`config.mk`:
```
export PLATFORM = sky130hd
export DESIGN_NAME = dev_irq_router
export DESIGN_NICKNAME = d
export VERILOG_FILES = /design/src/rtl/irq_router_pkg.sv /design/src/rtl/irq_reg_decode.sv /design/src/rtl/irq_raw_vector.sv /design/src/rtl/irq_cpu_lane.sv /design/src/rtl/dev_irq_router.sv
export SDC_FILE = /design/constraint.sdc
export NUM_CORES = 1
export LEC_CHECK = 0
export BUFFER_PORTS_ARGS = -buffer_cell sky130_fd_sc_hd__buf_2
export CAP_MARGIN = 20
export CORE_MARGIN = 2
export CORE_UTILIZATION = 59
export DETAILED_ROUTE_END_ITERATION = 8
export PLACE_DENSITY_LB_ADDON = 0.3
export SETUP_SLACK_MARGIN = 0.3
export SLEW_MARGIN = 25
export SYNTH_ARGS = -nofsm -noshare
export SYNTH_HDL_FRONTEND = slang
export SYNTH_SLANG_ARGS = --single-unit
```
`constraint.sdc`:
```
create_clock -name clk -period 2.68 [get_ports clk]
set_input_delay 0 -clock clk [delete_from_list [all_inputs] [get_ports clk]]
set_output_delay 0 -clock clk [all_outputs]
set_load 0.03 [all_outputs]
```
`src/rtl/irq_router_pkg.sv`:
```
package irq_router_pkg;
    localparam int OFFSET_BITS = 6;

    typedef enum logic [1:0] {
        ST_IDLE,
        ST_DONE,
        ST_FAULT
    } bus_state_e;

    typedef enum logic [1:0] {
        RK_MASK,
        RK_PEND,
        RK_RAW,
        RK_NONE
    } reg_kind_e;
endpackage

```
`src/rtl/irq_reg_decode.sv`:
```
module irq_reg_decode
    import irq_router_pkg::*;
#(
    parameter int NUM_CPU = 4,
    parameter int ADDR_W  = 12,
    localparam int CPU_W  = (NUM_CPU > 1) ? $clog2(NUM_CPU) : 1,
    localparam int IDX_W  = ADDR_W - OFFSET_BITS
) (
    input  logic [ADDR_W-1:0] addr,
    input  logic              write,
    input  logic              wide,
    output reg_kind_e         kind,
    output logic [CPU_W-1:0]  cpu,
    output logic              legal
);
    logic [IDX_W-1:0] idx;
    logic             aligned;

    assign idx     = addr[ADDR_W-1:OFFSET_BITS];
    assign aligned = (addr[OFFSET_BITS-1:0] == '0);

    always_comb begin
        kind = RK_NONE;
        cpu  = '0;
        if (int'(idx) < NUM_CPU) begin
            kind = RK_MASK;
            cpu  = CPU_W'(idx);
        end else if (int'(idx) < 2 * NUM_CPU) begin
            kind = RK_PEND;
            cpu  = CPU_W'(idx - IDX_W'(NUM_CPU));
        end else if (int'(idx) == 2 * NUM_CPU) begin
            kind = RK_RAW;
        end
    end

    always_comb begin
        if (kind == RK_NONE || !aligned)
            legal = 1'b0;
        else if (write)
            legal = wide && (kind == RK_MASK);
        else
            legal = wide || (kind == RK_RAW);
    end
endmodule

```
`src/rtl/irq_raw_vector.sv`:
```
module irq_raw_vector #(
    parameter int NUM_SRC = 64,
    localparam int SRC_W  = $clog2(NUM_SRC)
) (
    input  logic               clk,
    input  logic               rst_n,
    input  logic               src_valid,
    input  logic               src_set,
    input  logic [SRC_W-1:0]   src_idx,
    output logic [NUM_SRC-1:0] raw_nxt,
    output logic [NUM_SRC-1:0] raw_q
);
    always_comb begin
        raw_nxt = raw_q;
        if (src_valid)
            raw_nxt[src_idx] = src_set;
    end

    always_ff @(posedge clk or negedge rst_n) begin
        if (!rst_n)
            raw_q <= '0;
        else
            raw_q <= raw_nxt;
    end
endmodule

```
`src/rtl/irq_cpu_lane.sv`:
```
module irq_cpu_lane #(
    parameter int NUM_SRC = 64
) (
    input  logic               clk,
    input  logic               rst_n,
    input  logic               mask_we,
    input  logic [NUM_SRC-1:0] mask_wdata,
    input  logic [NUM_SRC-1:0] raw_nxt,
    output logic [NUM_SRC-1:0] mask_q,
    output logic [NUM_SRC-1:0] pend_q,
    output logic               irq_q
);
    logic [NUM_SRC-1:0] mask_nxt;

    assign mask_nxt = mask_we ? mask_wdata : mask_q;

    always_ff @(posedge clk or negedge rst_n) begin
        if (!rst_n) begin
            mask_q <= '0;
            pend_q <= '0;
            irq_q  <= 1'b0;
        end else begin
            mask_q <= mask_nxt;
            pend_q <= mask_nxt & raw_nxt;
            irq_q  <= |pend_q;
        end
    end
endmodule

```
`src/rtl/dev_irq_router.sv`:
```
module dev_irq_router
    import irq_router_pkg::*;
#(
    parameter int NUM_SRC = 64,
    parameter int NUM_CPU = 4,
    parameter int ADDR_W  = 12,
    localparam int SRC_W  = $clog2(NUM_SRC),
    localparam int CPU_W  = (NUM_CPU > 1) ? $clog2(NUM_CPU) : 1,
    localparam int HALF_W = NUM_SRC / 2
) (
    input  logic               clk,
    input  logic               rst_n,
    input  logic               src_valid,
    input  logic               src_set,
    input  logic [SRC_W-1:0]   src_idx,
    input  logic               req_valid,
    output logic               req_ready,
    input  logic               req_write,
    input  logic               req_wide,
    input  logic [ADDR_W-1:0]  req_addr,
    input  logic [NUM_SRC-1:0] req_wdata,
    output logic               rsp_valid,
    output logic               rsp_err,
    output logic [NUM_SRC-1:0] rsp_rdata,
    output logic [NUM_CPU-1:0] cpu_irq
);
    bus_state_e state_q, state_d;
    reg_kind_e  kind;
    logic [CPU_W-1:0] cpu_sel;
    logic       legal;
    logic       accept;

    logic [NUM_SRC-1:0] raw_nxt, raw_q;
    logic [NUM_SRC-1:0] mask_arr [NUM_CPU];
    logic [NUM_SRC-1:0] pend_arr [NUM_CPU];
    logic [NUM_CPU*NUM_SRC-1:0] mask_flat, pend_flat;
    logic [NUM_SRC-1:0] rd_mux, rdata_q;

    irq_reg_decode #(.NUM_CPU(NUM_CPU), .ADDR_W(ADDR_W)) u_dec (
        .addr  (req_addr),
        .write (req_write),
        .wide  (req_wide),
        .kind  (kind),
        .cpu   (cpu_sel),
        .legal (legal)
    );

    irq_raw_vector #(.NUM_SRC(NUM_SRC)) u_raw (
        .clk       (clk),
        .rst_n     (rst_n),
        .src_valid (src_valid),
        .src_set   (src_set),
        .src_idx   (src_idx),
        .raw_nxt   (raw_nxt),
        .raw_q     (raw_q)
    );

    assign accept = req_valid && req_ready;

    for (genvar c = 0; c < NUM_CPU; c++) begin : g_lane
        logic we;
        assign we = accept && legal && req_write && (kind == RK_MASK)
                    && (int'(cpu_sel) == c);
        irq_cpu_lane #(.NUM_SRC(NUM_SRC)) u_lane (
            .clk        (clk),
            .rst_n      (rst_n),
            .mask_we    (we),
            .mask_wdata (req_wdata),
            .raw_nxt    (raw_nxt),
            .mask_q     (mask_arr[c]),
            .pend_q     (pend_arr[c]),
            .irq_q      (cpu_irq[c])
        );
        assign mask_flat[c*NUM_SRC +: NUM_SRC] = mask_arr[c];
        assign pend_flat[c*NUM_SRC +: NUM_SRC] = pend_arr[c];
    end

    // Read selection
    always_comb begin
        unique case (kind)
            RK_MASK: rd_mux = mask_arr[cpu_sel];
            RK_PEND: rd_mux = pend_arr[cpu_sel];
            RK_RAW:  rd_mux = req_wide ? raw_q
                                       : {{(NUM_SRC-HALF_W){1'b0}}, raw_q[HALF_W-1:0]};
            default: rd_mux = '0;
        endcase
    end

    // State register
    always_ff @(posedge clk or negedge rst_n) begin
        if (!rst_n)
            state_q <= ST_IDLE;
        else
            state_q <= state_d;
    end

    // Next state
    always_comb begin
        state_d = state_q;
        unique case (state_q)
            ST_IDLE:  if (req_valid) state_d = legal ? ST_DONE : ST_FAULT;
            ST_DONE:  state_d = ST_IDLE;
            ST_FAULT: state_d = ST_IDLE;
            default:  state_d = ST_IDLE;
        endcase
    end

    always_ff @(posedge clk or negedge rst_n) begin
        if (!rst_n)
            rdata_q <= '0;
        else if (accept)
            rdata_q <= (legal && !req_write) ? rd_mux : '0;
    end

    // Outputs
    always_comb begin
        req_ready = (state_q == ST_IDLE);
        rsp_valid = (state_q != ST_IDLE);
        rsp_err   = (state_q == ST_FAULT);
        rsp_rdata = rdata_q;
    end
endmodule

```
# Word level (Yosys, flattened, before mapping)

Cells that the tools add are included.

Register bits after elaboration: 646
Bits of input ports: 89
Output and inout bits: 71
Word-level logic and storage cells: 86

Add/sub/neg operators: 1
Order comparisons: 5
Equality and inequality tests: 9
Mux-type cells: 27
Bitwise logic cells: 5
Reductions and logical operators: 24

Operators by type and width:

| kind                                                                                 | count |
|---|---|
| 64-bit two-way mux                                                                   | 11 |
| 64-bit bitwise AND                                                                   | 4 |
| 64-bit binary-select mux with 2-bit select                                           | 2 |
| 64-bit OR reduction                                                                  | 4 |
| 64-bit one-hot mux with 3 select lines                                               | 1 |
| 64-bit bitwise mux                                                                   | 1 |
| 2-bit two-way mux                                                                    | 7 |
| 1-bit logical AND                                                                    | 11 |
| 2-bit == test (second input constant)                                                | 5 |
| 6-bit by 7-bit < comparator with 1-bit output (second input constant)                | 1 |
| 1-bit demux with 6-bit select                                                        | 1 |
| 6-bit by 5-bit == test with 1-bit output (second input constant)                     | 1 |
| 6-bit by 1-bit greater-or-equal comparator with 1-bit output (second input constant) | 1 |
| 2-bit zero test                                                                      | 3 |
| 6-bit zero test                                                                      | 1 |
| 6-bit by 3-bit < comparator with 1-bit output (second input constant)                | 1 |
| 6-bit by 4-bit < comparator with 1-bit output (second input constant)                | 1 |
| 2-bit by 1-bit == test with 1-bit output (second input constant)                     | 2 |
| 1-bit two-way mux                                                                    | 4 |
| 3-bit greater-or-equal comparator (second input constant)                            | 1 |
| 2-bit NOT with 3-bit output                                                          | 1 |
| 1-bit zero test                                                                      | 2 |
| 1-bit logical OR                                                                     | 2 |
| 2-bit != test (second input constant)                                                | 1 |
| other kinds (2)                                                                      | 2 |

# Depth between registers and ports, before layout

Depth in word-level cells: 14
Gate-level depth with buffers: 9
Gate-level depth less buffers: 5

# By module

Synthesis repeated with hierarchy kept, for this count alone.

Cells, all modules: 1865
Area, all modules: 27807.9 sq um

By module, submodules not included:

| module         | times used | cells each | area each (sq um) | sequential area each (sq um) |
|---|---|---|---|---|
| irq_cpu_lane   | 4          | 285        | 4538.1            | 3228.1 |
| dev_irq_router | 1          | 467        | 6498.7            | 1651.6 |
| irq_raw_vector | 1          | 245        | 3047.9            | 1601.5 |
| irq_reg_decode | 1          | 13         | 108.9             | 0.0 |

# Worst setup path before layout

OpenSTA, ideal clock, no wires.

Path type: register -> register
Start: reg state_q[1]
End: reg g_lane[0].u_lane.pend_q[56]
Setup time: 0.137 ns
Data arrival time: 1.903 ns
Data required time: 2.543 ns
Slack: 0.640 ns
Cell stages (with the launch flop): 8
Path buffers: 2
Clock period less this slack: 2.040 ns
Path through: dfrtp_1 > nor3b_1 > nand2_4 > or4_1 > buf_2 > buf_2 > nand2_1 > a21oi_1

Word-level cells in the longest chain between the ends: 8

RTL lines:

| item                            | RTL line              | RTL |
|---|---|---|
| start: declaration              | dev_irq_router.sv:27  | `bus_state_e state_q, state_d;` |
| start signal: assignment        | dev_irq_router.sv:94  | `state_q <= state_d;` |
| 2-bit zero test                 | dev_irq_router.sv:117 | `req_ready = (state_q == ST_IDLE);` |
| 1-bit logical AND               | dev_irq_router.sv:58  | `assign accept = req_valid && req_ready;` |
| 1-bit logical AND (3 in series) | dev_irq_router.sv:62  | `assign we = accept && legal && req_write && (kind == RK_MASK)` |
| 1-bit logical AND               | dev_irq_router.sv:63  | `&& (int'(cpu_sel) == c);` |
| 64-bit two-way mux              | irq_cpu_lane.sv:15    | `assign mask_nxt = mask_we ? mask_wdata : mask_q;` |
| 64-bit bitwise AND              | irq_cpu_lane.sv:24    | `pend_q <= mask_nxt & raw_nxt;` |
| end signal: assignment          | irq_cpu_lane.sv:24    |  |
| end: declaration                | irq_cpu_lane.sv:10    | `output logic [NUM_SRC-1:0] pend_q,` |

No other way between the ends.
A chain may end at the register's enable or synchronous reset.

# Final worst setup path

Start: reg state_q[1]
End: reg g_lane[0].u_lane.pend_q[4]

Same word-level chain as after synthesis.

==> impl_metrics.csv <==
group,metric,value,unit
sta,min_period,2340,ps
logic_synthesis,syn_nets,2827,
logic_synthesis,synth_edf_count,0,
clocking,cts_made_buffers,66,
sta,setup_viol,0,
logic_synthesis,synth.distinct_cells,49,
floorplan,die_w,221,µm
outcome,status,"completed",
global_routing,grt_max_degree,93,
placed_design,place.gp.congestion,0.930,
sta,hold_viol,0,
flow_run,max_cap_violations,0,
worst_setup_path,worstRegToRegCells,7,
worst_hold_path,hold_class,"input pin to flop",
finish,final_layout_size_suffix_gt1_share,15.1,%
logic_synthesis,netlist_area,27900,µm²
floorplan,start_util,59.9,%
clocking,cts_setup_buffers,0,
floorplan,die_height,221,µm
worst_setup_path,critPathArrivalTime,2780,ps
placed_design,io_buffers,159,
worst_setup_path,end_kind,"flop",
sta,finalCritPeriodShare,87.1,%
worst_setup_path,r2r-end,"g_lane[0].u_lane.pend_q[4]$_DFF_PN0_",
global_routing,overflow,0,
placed_design,dp_hpwl,58600,µm
worst_setup_path,cp_max_fo,21,
logic_synthesis,yosysSeqAreaShare,58.0,%
detailed_routing,postRouteAntennaNets,0,
floorplan,row_count,79,
global_routing,grt_pass1_vias,24400,
clocking,clkLatencyLatePin,610,ps
worst_setup_path,start_kind,"flop",
sta,slew_violations,0,
logic_synthesis,synth.yosys.warnings,0,
floorplan,dieArea,49000,µm²
power_and_ir_drop,peakVddDrop,0.605,mV
clocking,clk_pin_slew,70,ps
clocking,clock_path_buffers,3,
clocking,htree_levels,3,
worst_setup_path,cp.required,3130,ps
clocking,cts-root-buf,"clkbuf_16",
detailed_routing,routedWlPerCell,25.5,µm
global_routing,antenna_found_initial,6,
worst_setup_path,worst-setup-path-type,"flop to flop",
finish,layout.nets,3080,
floorplan,core,46600,µm²
global_routing,grt_pass1_wl,143000,µm
logic_synthesis,synth.ff_latch_count,646,
sta,skew,26.2,ps
placed_design,pre_cts_slack,345,ps
floorplan,pin_count,160,
sta,tightest_slew,1020,ps
sta,setup_tns,0,ps
logic_synthesis,async_flop_share,100,%
power_and_ir_drop,p_leak,17.1,nW
power_and_ir_drop,p_per_area,635,nW/µm²
global_routing,grt.total_usage,38.1,%
worst_setup_path,crit_path_start,"state_q[1]$_DFFE_PN0P_",
logic_synthesis,synth_flop_cell,"dfrtp_1",
finish,num-fill-cells,3236,
clocking,clock_sinks,646,
sta,slew_headroom,31.8,%
logic_synthesis,syn_avg_cell_area,10.2,µm²
detailed_routing,wirelength,93100,µm
detailed_routing,vias_per_cell,6.59,
finish,area_growth,17.7,%
detailed_routing,num_vias,24100,
logic_synthesis,synthCells,2738,
sta,fin_ws,345,ps
detailed_routing,drtIter0Drc,2875,
clocking,tritoncts,"built",
finish,area.sequential,16200,µm²
detailed_routing,first_pass_iters,8,
sta,rsz0062_at_grt,"yes",
worst_setup_path,r2r_slack,340,ps
finish,multi_input_area,10700,µm²
worst_setup_path,worstSetupEndpoint,"g_lane[0].u_lane.pend_q[4]$_DFF_PN0_",
sta,timing.fmax,428,MHz
detailed_routing,drc,0,
worst_setup_path,rr_startpoint,"state_q[1]$_DFFE_PN0P_",
## worst min path at each step
| stage | from | to | slack (ps) | cells after the start |
|---|---|---|---|---|
| finish | req_wide | state_q[0]$_DFFE_PN0P_ | 50 | 4 |
| global placement | rst_n | g_lane[1].u_lane.mask_q[54]$_DFF_PN0_ | 120 | 1 |
| global route | req_wide | state_q[0]$_DFFE_PN0P_ | 70 | 4 |
| detailed placement | rst_n | g_lane[1].u_lane.mask_q[54]$_DFF_PN0_ | 130 | 1 |
| floorplan | rst_n | g_lane[0].u_lane.irq_q$_DFF_PN0_ | -300 | 0 |
| CTS | req_wide | state_q[0]$_DFFE_PN0P_ | 2 | 4 |
## synth_stat cells, drive strengths merged (23+ instances only)
cell type | n | area share (%)
a21oi | 281 | 5.0
a222oi | 31 | 1.1
a22o | 57 | 1.8
a22oi | 50 | 1.3
buf | 88 | 2.1
clkbuf | 72 | 0.97
dfrtp | 646 | 58
inv | 73 | 0.98
mux2 | 39 | 1.6
mux2i | 138 | 5.0
mux4 | 23 | 1.9
nand2 | 854 | 12
nor3 | 37 | 0.68
nor4 | 74 | 1.9
o21ai | 93 | 1.7
## routing by layer
metal | vias to the layer above | global-route usage [%] | share of wire, %
met4 | 4 | 22.3 | 6.3
met2 | 1726 | 57.3 | 44
met3 | 425 | 10.3 | 13
met5 | - | 0 | 0.027
li1 | 10100 | - | -
met1 | 11800 | 50.2 | 36
## report_power, final
part	internal (mW)	total (mW)	leakage (nW)	switching (mW)
Combinational	0.371	1.30	6.94	0.925
Sequential	9.89	9.97	8.98	0.0821
Clock	5.71	9.57	1.12	3.87
Total	16.0	20.8	17.1	4.87
## through the flow
stage          hold slack [ps]  instance area (µm²)  utilization (%)  std cells  total power, mW
2_1_floorplan             -296                27900                -       2738             10.6
3_3_place_gp               122                29800             64.0       3456             11.3
3_5_place_dp               129                29800             64.0       3456             11.3
4_1_cts                   1.97                32800             70.4       3649             20.8
5_1_grt                   70.4                32800             70.5       3649             21.4
6_report                  50.0                32800             70.5       3655             20.8
## flip-flops by register name (all words and copies together), names as in the netlist
| signal | count |
|---|---|
| g_lane.u_lane.irq_q | 4 |
| g_lane.u_lane.mask_q | 256 |
| state_q | 2 |
| g_lane.u_lane.pend_q | 256 |
| u_raw.raw_q | 64 |
| rsp_rdata | 64 |
## cell type report
cell class,count,area share (%)
antenna,6,0.0458
clock buffer,105,6.45
clock inverter,14,0.442
inverter,73,0.835
multi-input combinational,1859,32.5
sequential,646,49.3
tap,607,2.31
timing repair buffer,345,8.17
## critical path, stage by stage (launching register included)
cell	delay (ps)
dfrtp_1	410
nor3b_1	210
buf_4	160
nand2_4	90
or4_2	740
buf_4	320
nand2_1	140
a21oi_1	100
## cell usage in the layout, fill, tap and decap left out, types with 8 or more instances in the layout
cell type / Yosys / routed
dlygate4sd3_1: 0 / 74
mux2i_1: 138 / 138
a222oi_1: 31 / 31
mux2_2: 39 / 39
clkbuf_1: 72 / 15
a21oi_1: 281 / 281
buf_4: 12 / 88
o211ai_1: 11 / 11
a221oi_1: 20 / 20
nor2_1: 22 / 22
inv_1: 73 / 73
a211oi_1: 15 / 15
nor4_1: 69 / 68
a22oi_1: 50 / 50
nand3_1: 12 / 11
clkinv_2: 0 / 11
nand4_1: 17 / 17
o21ai_0: 93 / 93
nand3b_1: 21 / 21
nor3_1: 36 / 35
buf_2: 49 / 156
dfrtp_1: 646 / 646
nand2b_1: 8 / 8
clkbuf_8: 0 / 17
mux4_2: 23 / 23
buf_12: 0 / 22
nand2_1: 853 / 853
clkbuf_16: 0 / 73
a22o_1: 57 / 57
## logic make-up (layout without fill, tap and decap cells)
family | Yosys count | in the layout | synth area share (%)
AND/OR/NAND/NOR | 1080 | 1080 | 16.7
buffers and inverters | 233 | 537 | 4.00
other | 0 | 6 | 0
multiplexers | 200 | 200 | 8.39
flip-flops | 646 | 646 | 58.0
AO/OA/AOI/OAI | 579 | 579 | 12.9
## repair_timing
action | 4_1_cts | 5_1_grt
endpoints found under the hold margin | 614 | 0
gates resized for setup | 2 | 4
endpoints found under the setup margin | 20 | 41
hold buffers | 74 | 0
gates cloned | 0 | 0
Power figures use the tool's default switching activity.
